<file path="src/rtl/otrt_pkg.sv">
// Package: request kinds shared by the tracking table, its sub-blocks and checker.
// Assumes the two-bit kind encoding used on the request bus.
package otrt_pkg;

    typedef enum logic [1:0] {
        KIND_RD   = 2'd0,
        KIND_RDX  = 2'd1,
        KIND_UPGR = 2'd2,
        KIND_WB   = 2'd3
    } req_kind_e;

    // True for kinds that are followed by a data response.
    function automatic logic kind_waits_rsp(input logic [1:0] k);
        return (k == KIND_RD) || (k == KIND_RDX);
    endfunction

    // True when both kinds are reads, so they can share one response.
    function automatic logic kinds_shareable(input logic [1:0] pend, input logic [1:0] want);
        return (pend == KIND_RD) && (want == KIND_RD);
    endfunction

endpackage

</file>
<file path="src/rtl/otrt_entry.sv">
// Module: one slot of the tracking table.
// Holds a pending request's address, kind, ownership, take-data flag and snoop result.
// Assumes a store and a release in the same cycle mean release first, then store.
module otrt_entry #(
    parameter int ADDR_W = 16
) (
    input  logic              clk,
    input  logic              rst_n,
    input  logic              store_en,
    input  logic [ADDR_W-1:0] store_addr,
    input  logic [1:0]        store_kind,
    input  logic              store_own,
    input  logic              store_shared,
    input  logic              store_dirty,
    input  logic              release_en,
    input  logic              take_en,
    output logic              s_valid,
    output logic [ADDR_W-1:0] s_addr,
    output logic [1:0]        s_kind,
    output logic              s_own,
    output logic              s_take,
    output logic              s_shared,
    output logic              s_dirty
);

    // Slot state update: a store wins over a release, which wins over a take mark.
    always_ff @(posedge clk) begin
        if (!rst_n) begin
            s_valid  <= 1'b0;
            s_addr   <= '0;
            s_kind   <= 2'd0;
            s_own    <= 1'b0;
            s_take   <= 1'b0;
            s_shared <= 1'b0;
            s_dirty  <= 1'b0;
        end else if (store_en) begin
            s_valid  <= 1'b1;
            s_addr   <= store_addr;
            s_kind   <= store_kind;
            s_own    <= store_own;
            s_take   <= 1'b0;
            s_shared <= store_shared;
            s_dirty  <= store_dirty;
        end else if (release_en) begin
            s_valid  <= 1'b0;
            s_take   <= 1'b0;
        end else if (take_en && s_valid) begin
            s_take   <= 1'b1;
        end
    end

endmodule

</file>
<file path="src/rtl/otrt_match.sv">
// Module: fully associative address compare across all slots.
// Assumes at most one valid slot per address; the lowest index wins otherwise.
module otrt_match #(
    parameter int NUM_TAGS = 8,
    parameter int ADDR_W   = 16,
    localparam int TAG_W   = $clog2(NUM_TAGS)
) (
    input  logic [NUM_TAGS-1:0] ent_valid,
    input  logic [ADDR_W-1:0]   ent_addr [NUM_TAGS],
    input  logic [ADDR_W-1:0]   key_addr,
    output logic                any_hit,
    output logic [TAG_W-1:0]    hit_idx
);

    logic [NUM_TAGS-1:0] eq_vec;

    // One comparator per slot.
    for (genvar g = 0; g < NUM_TAGS; g++) begin : g_cmp
        assign eq_vec[g] = ent_valid[g] && (ent_addr[g] == key_addr);
    end

    // Encode the matching slot index, lowest index first.
    always_comb begin
        hit_idx = '0;
        for (int i = NUM_TAGS - 1; i >= 0; i--) begin
            if (eq_vec[i]) hit_idx = TAG_W'(i);
        end
    end

    assign any_hit = |eq_vec;

endmodule

</file>
<file path="src/rtl/otrt_rsp_sel.sv">
// Module: reads out the slot named by a response tag.
// Assumes the slot is released by the owner of the slot state at the same edge.
module otrt_rsp_sel #(
    parameter int NUM_TAGS = 8,
    localparam int TAG_W   = $clog2(NUM_TAGS)
) (
    input  logic                rsp_valid,
    input  logic [TAG_W-1:0]    rsp_tag,
    input  logic [NUM_TAGS-1:0] ent_valid,
    input  logic [NUM_TAGS-1:0] ent_own,
    input  logic [NUM_TAGS-1:0] ent_take,
    input  logic [NUM_TAGS-1:0] ent_shared,
    input  logic [NUM_TAGS-1:0] ent_dirty,
    output logic                sel_hit,
    output logic                sel_take,
    output logic                sel_assert_shared,
    output logic                sel_shared,
    output logic                sel_dirty
);

    // Decode the addressed slot's flags, gated by a valid response to a valid slot.
    always_comb begin
        sel_hit           = rsp_valid && ent_valid[rsp_tag];
        sel_take          = sel_hit && (ent_own[rsp_tag] || ent_take[rsp_tag]);
        sel_assert_shared = sel_hit && ent_take[rsp_tag] && !ent_own[rsp_tag];
        sel_shared        = sel_hit && ent_shared[rsp_tag];
        sel_dirty         = sel_hit && ent_dirty[rsp_tag];
    end

endmodule

</file>
<file path="src/rtl/otrt_table.sv">
// Module: outstanding request tracking table (top).
// Mirrors in-flight bus requests by tag and answers address lookups for issue logic.
// Assumes the bus never reuses a tag that is still pending except in its release cycle.
module otrt_table
    import otrt_pkg::*;
#(
    parameter int NUM_TAGS = 8,
    parameter int ADDR_W   = 16,
    localparam int TAG_W   = $clog2(NUM_TAGS)
) (
    input  logic              clk,
    input  logic              rst_n,
    input  logic              breq_valid,
    input  logic [TAG_W-1:0]  breq_tag,
    input  logic [1:0]        breq_kind,
    input  logic [ADDR_W-1:0] breq_addr,
    input  logic              breq_own,
    input  logic              breq_snp_shared,
    input  logic              breq_snp_dirty,
    input  logic              rsp_valid,
    input  logic [TAG_W-1:0]  rsp_tag,
    input  logic              proc_valid,
    input  logic [1:0]        proc_kind,
    input  logic [ADDR_W-1:0] proc_addr,
    input  logic              proc_grab,
    output logic              lk_hit,
    output logic [TAG_W-1:0]  lk_tag,
    output logic [1:0]        lk_kind,
    output logic              lk_block,
    output logic              lk_grab_ok,
    output logic              rsp_hit,
    output logic              rsp_take,
    output logic              rsp_assert_shared,
    output logic              rsp_snp_shared,
    output logic              rsp_snp_dirty,
    output logic              stall
);

    logic [NUM_TAGS-1:0] ent_valid;
    logic [ADDR_W-1:0]   ent_addr [NUM_TAGS];
    logic [1:0]          ent_kind [NUM_TAGS];
    logic [NUM_TAGS-1:0] ent_own;
    logic [NUM_TAGS-1:0] ent_take;
    logic [NUM_TAGS-1:0] ent_shared;
    logic [NUM_TAGS-1:0] ent_dirty;

    logic                store_req;
    logic                match_hit;
    logic [TAG_W-1:0]    match_idx;
    logic                take_req;

    // Only read and read-exclusive requests wait for a response.
    assign store_req = breq_valid && kind_waits_rsp(breq_kind);

    // One slot per tag, each decoding its own store, release and take strobes.
    for (genvar g = 0; g < NUM_TAGS; g++) begin : g_slot
        otrt_entry #(.ADDR_W(ADDR_W)) u_entry (
            .clk          (clk),
            .rst_n        (rst_n),
            .store_en     (store_req && (breq_tag == TAG_W'(g))),
            .store_addr   (breq_addr),
            .store_kind   (breq_kind),
            .store_own    (breq_own),
            .store_shared (breq_snp_shared),
            .store_dirty  (breq_snp_dirty),
            .release_en   (rsp_valid && (rsp_tag == TAG_W'(g))),
            .take_en      (take_req && (match_idx == TAG_W'(g))),
            .s_valid      (ent_valid[g]),
            .s_addr       (ent_addr[g]),
            .s_kind       (ent_kind[g]),
            .s_own        (ent_own[g]),
            .s_take       (ent_take[g]),
            .s_shared     (ent_shared[g]),
            .s_dirty      (ent_dirty[g])
        );
    end

    otrt_match #(.NUM_TAGS(NUM_TAGS), .ADDR_W(ADDR_W)) u_match (
        .ent_valid (ent_valid),
        .ent_addr  (ent_addr),
        .key_addr  (proc_addr),
        .any_hit   (match_hit),
        .hit_idx   (match_idx)
    );

    otrt_rsp_sel #(.NUM_TAGS(NUM_TAGS)) u_rsp (
        .rsp_valid         (rsp_valid),
        .rsp_tag           (rsp_tag),
        .ent_valid         (ent_valid),
        .ent_own           (ent_own),
        .ent_take          (ent_take),
        .ent_shared        (ent_shared),
        .ent_dirty         (ent_dirty),
        .sel_hit           (rsp_hit),
        .sel_take          (rsp_take),
        .sel_assert_shared (rsp_assert_shared),
        .sel_shared        (rsp_snp_shared),
        .sel_dirty         (rsp_snp_dirty)
    );

    // Lookup result and issue decision for the processor side.
    always_comb begin
        lk_hit     = proc_valid && match_hit;
        lk_tag     = lk_hit ? match_idx : '0;
        lk_kind    = lk_hit ? ent_kind[match_idx] : 2'd0;
        lk_grab_ok = lk_hit && kinds_shareable(ent_kind[match_idx], proc_kind);
        lk_block   = lk_hit && !lk_grab_ok;
    end

    assign take_req = lk_grab_ok && proc_grab;
    assign stall    = &ent_valid;

endmodule

</file>
<file path="config.mk">
export PLATFORM = sky130hd
export DESIGN_NAME = otrt_table
export DESIGN_NICKNAME = d
export VERILOG_FILES = /design/src/rtl/otrt_pkg.sv /design/src/rtl/otrt_entry.sv /design/src/rtl/otrt_match.sv /design/src/rtl/otrt_rsp_sel.sv /design/src/rtl/otrt_table.sv
export SDC_FILE = /design/constraint.sdc
export NUM_CORES = 1
export LEC_CHECK = 0
export BUFFER_PORTS_ARGS = -buffer_cell sky130_fd_sc_hd__buf_2
export CAP_MARGIN = 20
export CORE_UTILIZATION = 40
export DETAILED_ROUTE_END_ITERATION = 8
export SYNTH_ARGS = -nofsm -noshare
export SYNTH_HDL_FRONTEND = slang
export SYNTH_SLANG_ARGS = --single-unit
</file>
<file path="constraint.sdc">
create_clock -name clk -period 4.45 [get_ports clk]
set_clock_uncertainty 0.15 [all_clocks]
set_input_delay 0.445 -clock clk [delete_from_list [all_inputs] [get_ports clk]]
set_output_delay 0.445 -clock clk [all_outputs]
set_load 0.05 [all_outputs]
</file>
## Word level (Yosys, flattened, before mapping)

Cells that the tools add are included.

- Word-level logic and storage cells: 209
- Register bits: 184
- Bits of input ports: 51
- Output and inout port bits: 14

- Equal/unequal tests: 30
- Reduce and logical (&&, ||, !) cells: 80
- Muxes and demuxes: 39
- Order comparisons: 2
- Bitwise operators: 2

Operator list:

| cell | count |
|---|---|
| 16-bit == test | 8 |
| 1-bit logical AND | 52 |
| 3-bit == test (second input constant) | 12 |
| 3-bit 2-to-1 mux | 9 |
| 3-bit OR reduction | 8 |
| 1-bit 2-to-1 mux | 21 |
| 3-bit by 2-bit == test with 1-bit output (second input constant) | 6 |
| 2-bit nonzero test | 8 |
| 1-bit binary-select mux with 3-bit select | 5 |
| 3-bit by 1-bit == test with 1-bit output (second input constant) | 3 |
| 3-bit zero test | 3 |
| 8-bit AND reduction | 1 |
| 8-bit OR reduction | 1 |
| 2-bit binary-select mux with 3-bit select | 1 |
| 2-bit zero test | 3 |
| 2-bit 2-to-1 mux | 3 |
| 4-bit >= comparator (second input constant) | 1 |
| 3-bit by 4-bit < comparator with 1-bit output (second input constant) | 1 |
| 3-bit NOT with 4-bit output | 1 |
| 2-bit by 1-bit == test with 1-bit output (second input constant) | 1 |
| 1-bit zero test | 2 |
| 1-bit logical OR | 2 |
| 1-bit NOT | 1 |

## Logic depth before layout (Yosys ltp)

- Depth after elaboration: 20
- Depth in mapped cells: 12
- Depth with buffers taken out: 10

## By module

Synthesis repeated with hierarchy kept, for this count alone.

- Cells, all modules: 896
- Area, all modules: 9789.4 sq um

Modules (own cells, without submodules):

| module | instances | sequential area each (sq um) | cells an instance | area each (sq um) |
|---|---|---|---|---|
| otrt_entry | 8 | 460.4 | 74 | 903.4 |
| otrt_match | 1 | 0.0 | 207 | 1645.3 |
| otrt_table | 1 | 0.0 | 73 | 543.0 |
| otrt_rsp_sel | 1 | 0.0 | 24 | 374.1 |

## Least setup slack after synthesis

OpenSTA, ideal clock, no wires.

- Path kind: input -> output
- Start point: input proc_addr[14]
- End point: output lk_block
- Stages on the path: 10
- Data arrival time: 3.639 ns
- Required time: 3.855 ns
- Setup slack: 0.216 ns
- Path buffers: 1
- Path through: buf_6 -> xor2_2 -> or4_4 -> or2_1 -> a2111o_1 -> a221oi_4 -> mux2i_1 -> mux2_4 -> a32o_2 -> a21oi_1

- Cells in the longest elaborated chain, start to end: 19
- Elaborated cells between the ends (all ways): 35
- Those cells by class: eq/ne (8); mux (11); bitwise (1); reduce/logical (15)

RTL lines:

| item | RTL line | text |
|---|---|---|
| from (decl) | otrt_table.sv:24 | `input logic [ADDR_W-1:0] proc_addr,` |
| 16-bit == test | otrt_match.sv:19 | `assign eq_vec[g] = ent_valid[g] && (ent_addr[g] == key_addr);` |
| 1-bit logical AND | otrt_match.sv:19 |  |
| 3-bit 2-to-1 mux (8 in a row) | otrt_match.sv:26 | `if (eq_vec[i]) hit_idx = TAG_W'(i);` |
| 3-bit NOT with 4-bit output (not written as such) | otrt_table.sv:106 | `lk_grab_ok = lk_hit && kinds_shareable(ent_kind[match_idx], proc_kind);` |
| 2-bit binary-select mux with 3-bit select | otrt_table.sv:106 |  |
| 2-bit 2-to-1 mux (not written as such) (2 in a row) | otrt_table.sv:106 |  |
| 2-bit zero test | otrt_pkg.sv:19 | `return (pend == KIND_RD) && (want == KIND_RD);` |
| 1-bit logical AND | otrt_pkg.sv:19 |  |
| 1-bit logical AND | otrt_table.sv:106 |  |
| 1-bit zero test | otrt_table.sv:107 | `lk_block = lk_hit && !lk_grab_ok;` |
| 1-bit logical AND * | otrt_table.sv:107 |  |
| to (decl) | otrt_table.sv:29 | `output logic lk_block,` |

Mark *: on every way between the ends. The rest lies on a longest branch, timed or not. The select of a mux whose other input is x is not followed.

## Worst setup path in the final report

- Start point: register g_slot[7].u_entry.s_addr[14]
- End point: output lk_block

- Cells in the longest elaborated chain, start to end: 19
- Elaborated cells between the ends (all ways): 21
- Those cells by class: eq/ne (1); mux (11); bitwise (1); reduce/logical (8)

RTL lines:

| item | RTL line | text |
|---|---|---|
| from (decl) | otrt_entry.sv:18 | `output logic [ADDR_W-1:0] s_addr,` |
| from (signal assigned) | otrt_entry.sv:38 | `s_addr <= store_addr;` |
| 16-bit == test * | otrt_match.sv:19 |  |
| 1-bit logical AND * | otrt_match.sv:19 |  |
| 3-bit 2-to-1 mux (8 in a row) | otrt_match.sv:26 |  |
| 3-bit NOT with 4-bit output (not written as such) | otrt_table.sv:106 |  |
| 2-bit binary-select mux with 3-bit select | otrt_table.sv:106 |  |
| 2-bit 2-to-1 mux (not written as such) (2 in a row) | otrt_table.sv:106 |  |
| 2-bit zero test | otrt_pkg.sv:19 |  |
| 1-bit logical AND | otrt_pkg.sv:19 |  |
| 1-bit logical AND | otrt_table.sv:106 |  |
| 1-bit zero test | otrt_table.sv:107 |  |
| 1-bit logical AND * | otrt_table.sv:107 |  |

Marked as above.

==> metrics <==
first-pass GRT wire length=52,200 um; total congestion overflow=0; worst skew pair latency=0.45 ns; worst-margin pin slew=0.901 ns; minimum clock period=4.36 ns; clk slew on worst S/H paths=0.08 ns; ys async rst share=0%; via count=8,579; vias in the first global route=8,070; status=completed; Peak Freq=230 MHz; Net Count, Synth=1,263; period utilization=97.9%; Slew headroom=39.9%; initial DRC count=737; CP arrival=3.76 ns; CTS tree=done; Worst setup SP type=flip-flop; Final Hold Viols=0; total CTS buffers=17; Ports=65; die width=159 um; Buf/Inv on CP=2; Tot Pwr=3.60 mW; Pwr Density=325 mW/mm^2; max_cap viols=0; GRT Total Usage=28.0%; clk buf depth=2; critical path class=flip-flop to output port; placer congestion estimate=0.995; Lkg Pwr=3.84 nW; slowest stage delay, CP=0.55 ns; Core ar.=0.0242 mm^2; Crit path top cell by count=buf_6; Synth Cell Area=0.00985 mm^2; hpwl dp=24,700 um; drt drc=0; clock sink count=184; Synth Register Bits=184; crit-path max FO=4; Rows=57; total iterations of the first detailed-routing run=5; worst vdd ir=201 uV; Starting Density=40.6%; Slew Viols, Final=0; Syn Area/Cell=8.12 um^2; Fillers=2,422; Area Growth Syn to Fin=12.5%; Cell variety after synth=57; H-tree levels=4; DRT antenna net count=0; family with the most delay on the worst path=compound AO/OA/AOI/OAI gates; Yosys warnings=0; HP Class=input pin to flip-flop; Post-CTS Setup Bufs=0; required time worst endpoint=3.86 ns; CP Capture Type=output port; share of cells above drive strength 1=13.3%; Synth Instances=1,212; input/output buffers=64; Nets=1,280; critical path cell sequence=xor2_2 -> or4_4 -> or2_1 -> a2111o_1 -> a221oi_4 -> buf_6 -> mux2i_1 -> mux2_4 -> a32o_2 -> a21oi_2 -> buf_6; Post-synth EDFFs=0; largest net degree at the start of global routing=106; Die Area=0.0252 mm^2; CTS Hold Bufs=0; critical path's slowest cell=or4_4; CTS root buf=clkbuf_16; Final setup viols=0; vias per inst=5.48; n_diodes=0; Synth Flop Type=dfxtp_1; WL/cell=22.4 um; register area share after synthesis=37.4%; final WL=35,000 um; Hold WS=0.172 ns; Vert. Die Dim=159 um; initial antenna violation count=0
synthesized netlist by cell type, types with 7 or more instances:
master,n,area (um^2)
a21boi_0,162,1220
a21oi_1,18,90.1
and3_1,13,81.3
and4_1,7,61.3
buf_2,15,75.1
buf_4,18,135
clkbuf_1,60,225
dfxtp_1,184,3680
mux2i_1,10,100
mux4_2,10,225
nand2_1,358,1340
nand2b_1,7,43.8
nand3_1,16,80.1
nand4_1,34,213
nor2_1,34,128
nor2b_1,12,75.1
nor3_1,10,50.1
nor4_1,23,144
o21ai_1,9,45.0
or4_1,8,60.1
xnor2_1,61,534
xor2_1,66,578
worst min-delay path, delay by kind of cell:
family / cells / cell delay (ns)
buf+inv: 1 / 0.15
simple gates: 1 / 0.06
compound gates: 1 / 0.06
metal layers:
metal | global-route usage, % | wire (um) | vias to the layer above
met3 | 3.71 | 1990 | 53
met4 | 10.4 | 1090 | 0
met5 | 0 | 0 | -
met2 | 44.0 | 16000 | 276
li1 | - | - | 4115
met1 | 39.0 | 16000 | 4135
path summary, 6_finish.rpt:
check                                from  slack (ns)  cells past startpoint                    endpoint
min                       breq_snp_shared        0.17                      3  g_slot[4].u_entry.s_shared
max reg2reg  g_slot[7].u_entry.s_addr[14]        0.79                     11    g_slot[6].u_entry.s_take
max          g_slot[7].u_entry.s_addr[14]        0.09                     11                    lk_block
min reg2reg    g_slot[4].u_entry.s_shared        0.31                      2  g_slot[4].u_entry.s_shared
area by class of cell:
type | count | area, um^2 | area share (%)
inverters | 5 | 18.8 | 0.169
clock buffers | 17 | 425 | 3.84
flip-flops and latches | 184 | 3680 | 33.3
repair buffers | 95 | 607 | 5.48
well taps | 324 | 405 | 3.66
clock inverters | 15 | 180 | 1.63
multi-input cells | 926 | 5750 | 51.9
flip-flops by register name, summed over array words and instances, names as in the netlist:
register and flops:
g_slot.u_entry.s_shared 8, g_slot.u_entry.s_take 8, g_slot.u_entry.s_kind 16, g_slot.u_entry.s_own 8
g_slot.u_entry.s_addr 128, g_slot.u_entry.s_dirty 8, g_slot.u_entry.s_valid 8
cells by family after synthesis:
| kind of cell | share of synthesized area [%] |
|---|---|
| muxes | 3.91 |
| DFF | 37.4 |
| xor gates and xnor gates | 11.6 |
| AOI/OAI and AO/OA | 15.6 |
| buffers and inverters | 4.94 |
| and+or+nand+nor | 26.5 |
placed cells by master (no fill, tap or decap), types with 15 or more instances in the layout:
cell,n
nand2_1,358
dfxtp_1,183
a21boi_0,162
xor2_1,66
xnor2_1,61
buf_2,60
nand4_1,34
nor2_1,32
buf_4,30
nor4_1,22
clkbuf_16,17
a21oi_1,16
nand3_1,15
what timing repair did:
| action | CTS | global route |
|---|---|---|
| setup endpoints to repair | 3 | 4 |
| resized for setup | 2 | 19 |
| pin swaps | 0 | 5 |
through the flow:
step | instance area (um^2) | util, % | setup TNS [ns] | instances | worst slack, ns
CTS | 11000 | 45.3 | 0 | 1565 | 0.0624
global placement | 10400 | 42.7 | 0 | 1533 | 0.103
floorplan | 9850 | - | 0 | 1212 | 0.216
global route | 11100 | 45.7 | -0.00858 | 1566 | -0.00471
detailed placement | 10400 | 42.7 | 0 | 1533 | 0.0663
finish | 11100 | 45.7 | 0 | 1566 | 0.0944
where the power goes:
| group | internal (mW) | total, mW | leakage, nW | switching (mW) |
|---|---|---|---|---|
| Clock | 0.808 | 1.57 | 0.291 | 0.766 |
| Combinational | 0.118 | 0.348 | 2.06 | 0.229 |
| Sequential | 1.66 | 1.68 | 1.49 | 0.0172 |
| Total | 2.59 | 3.60 | 3.84 | 1.01 |
Note: power is estimated with default switching activity, not from simulation.
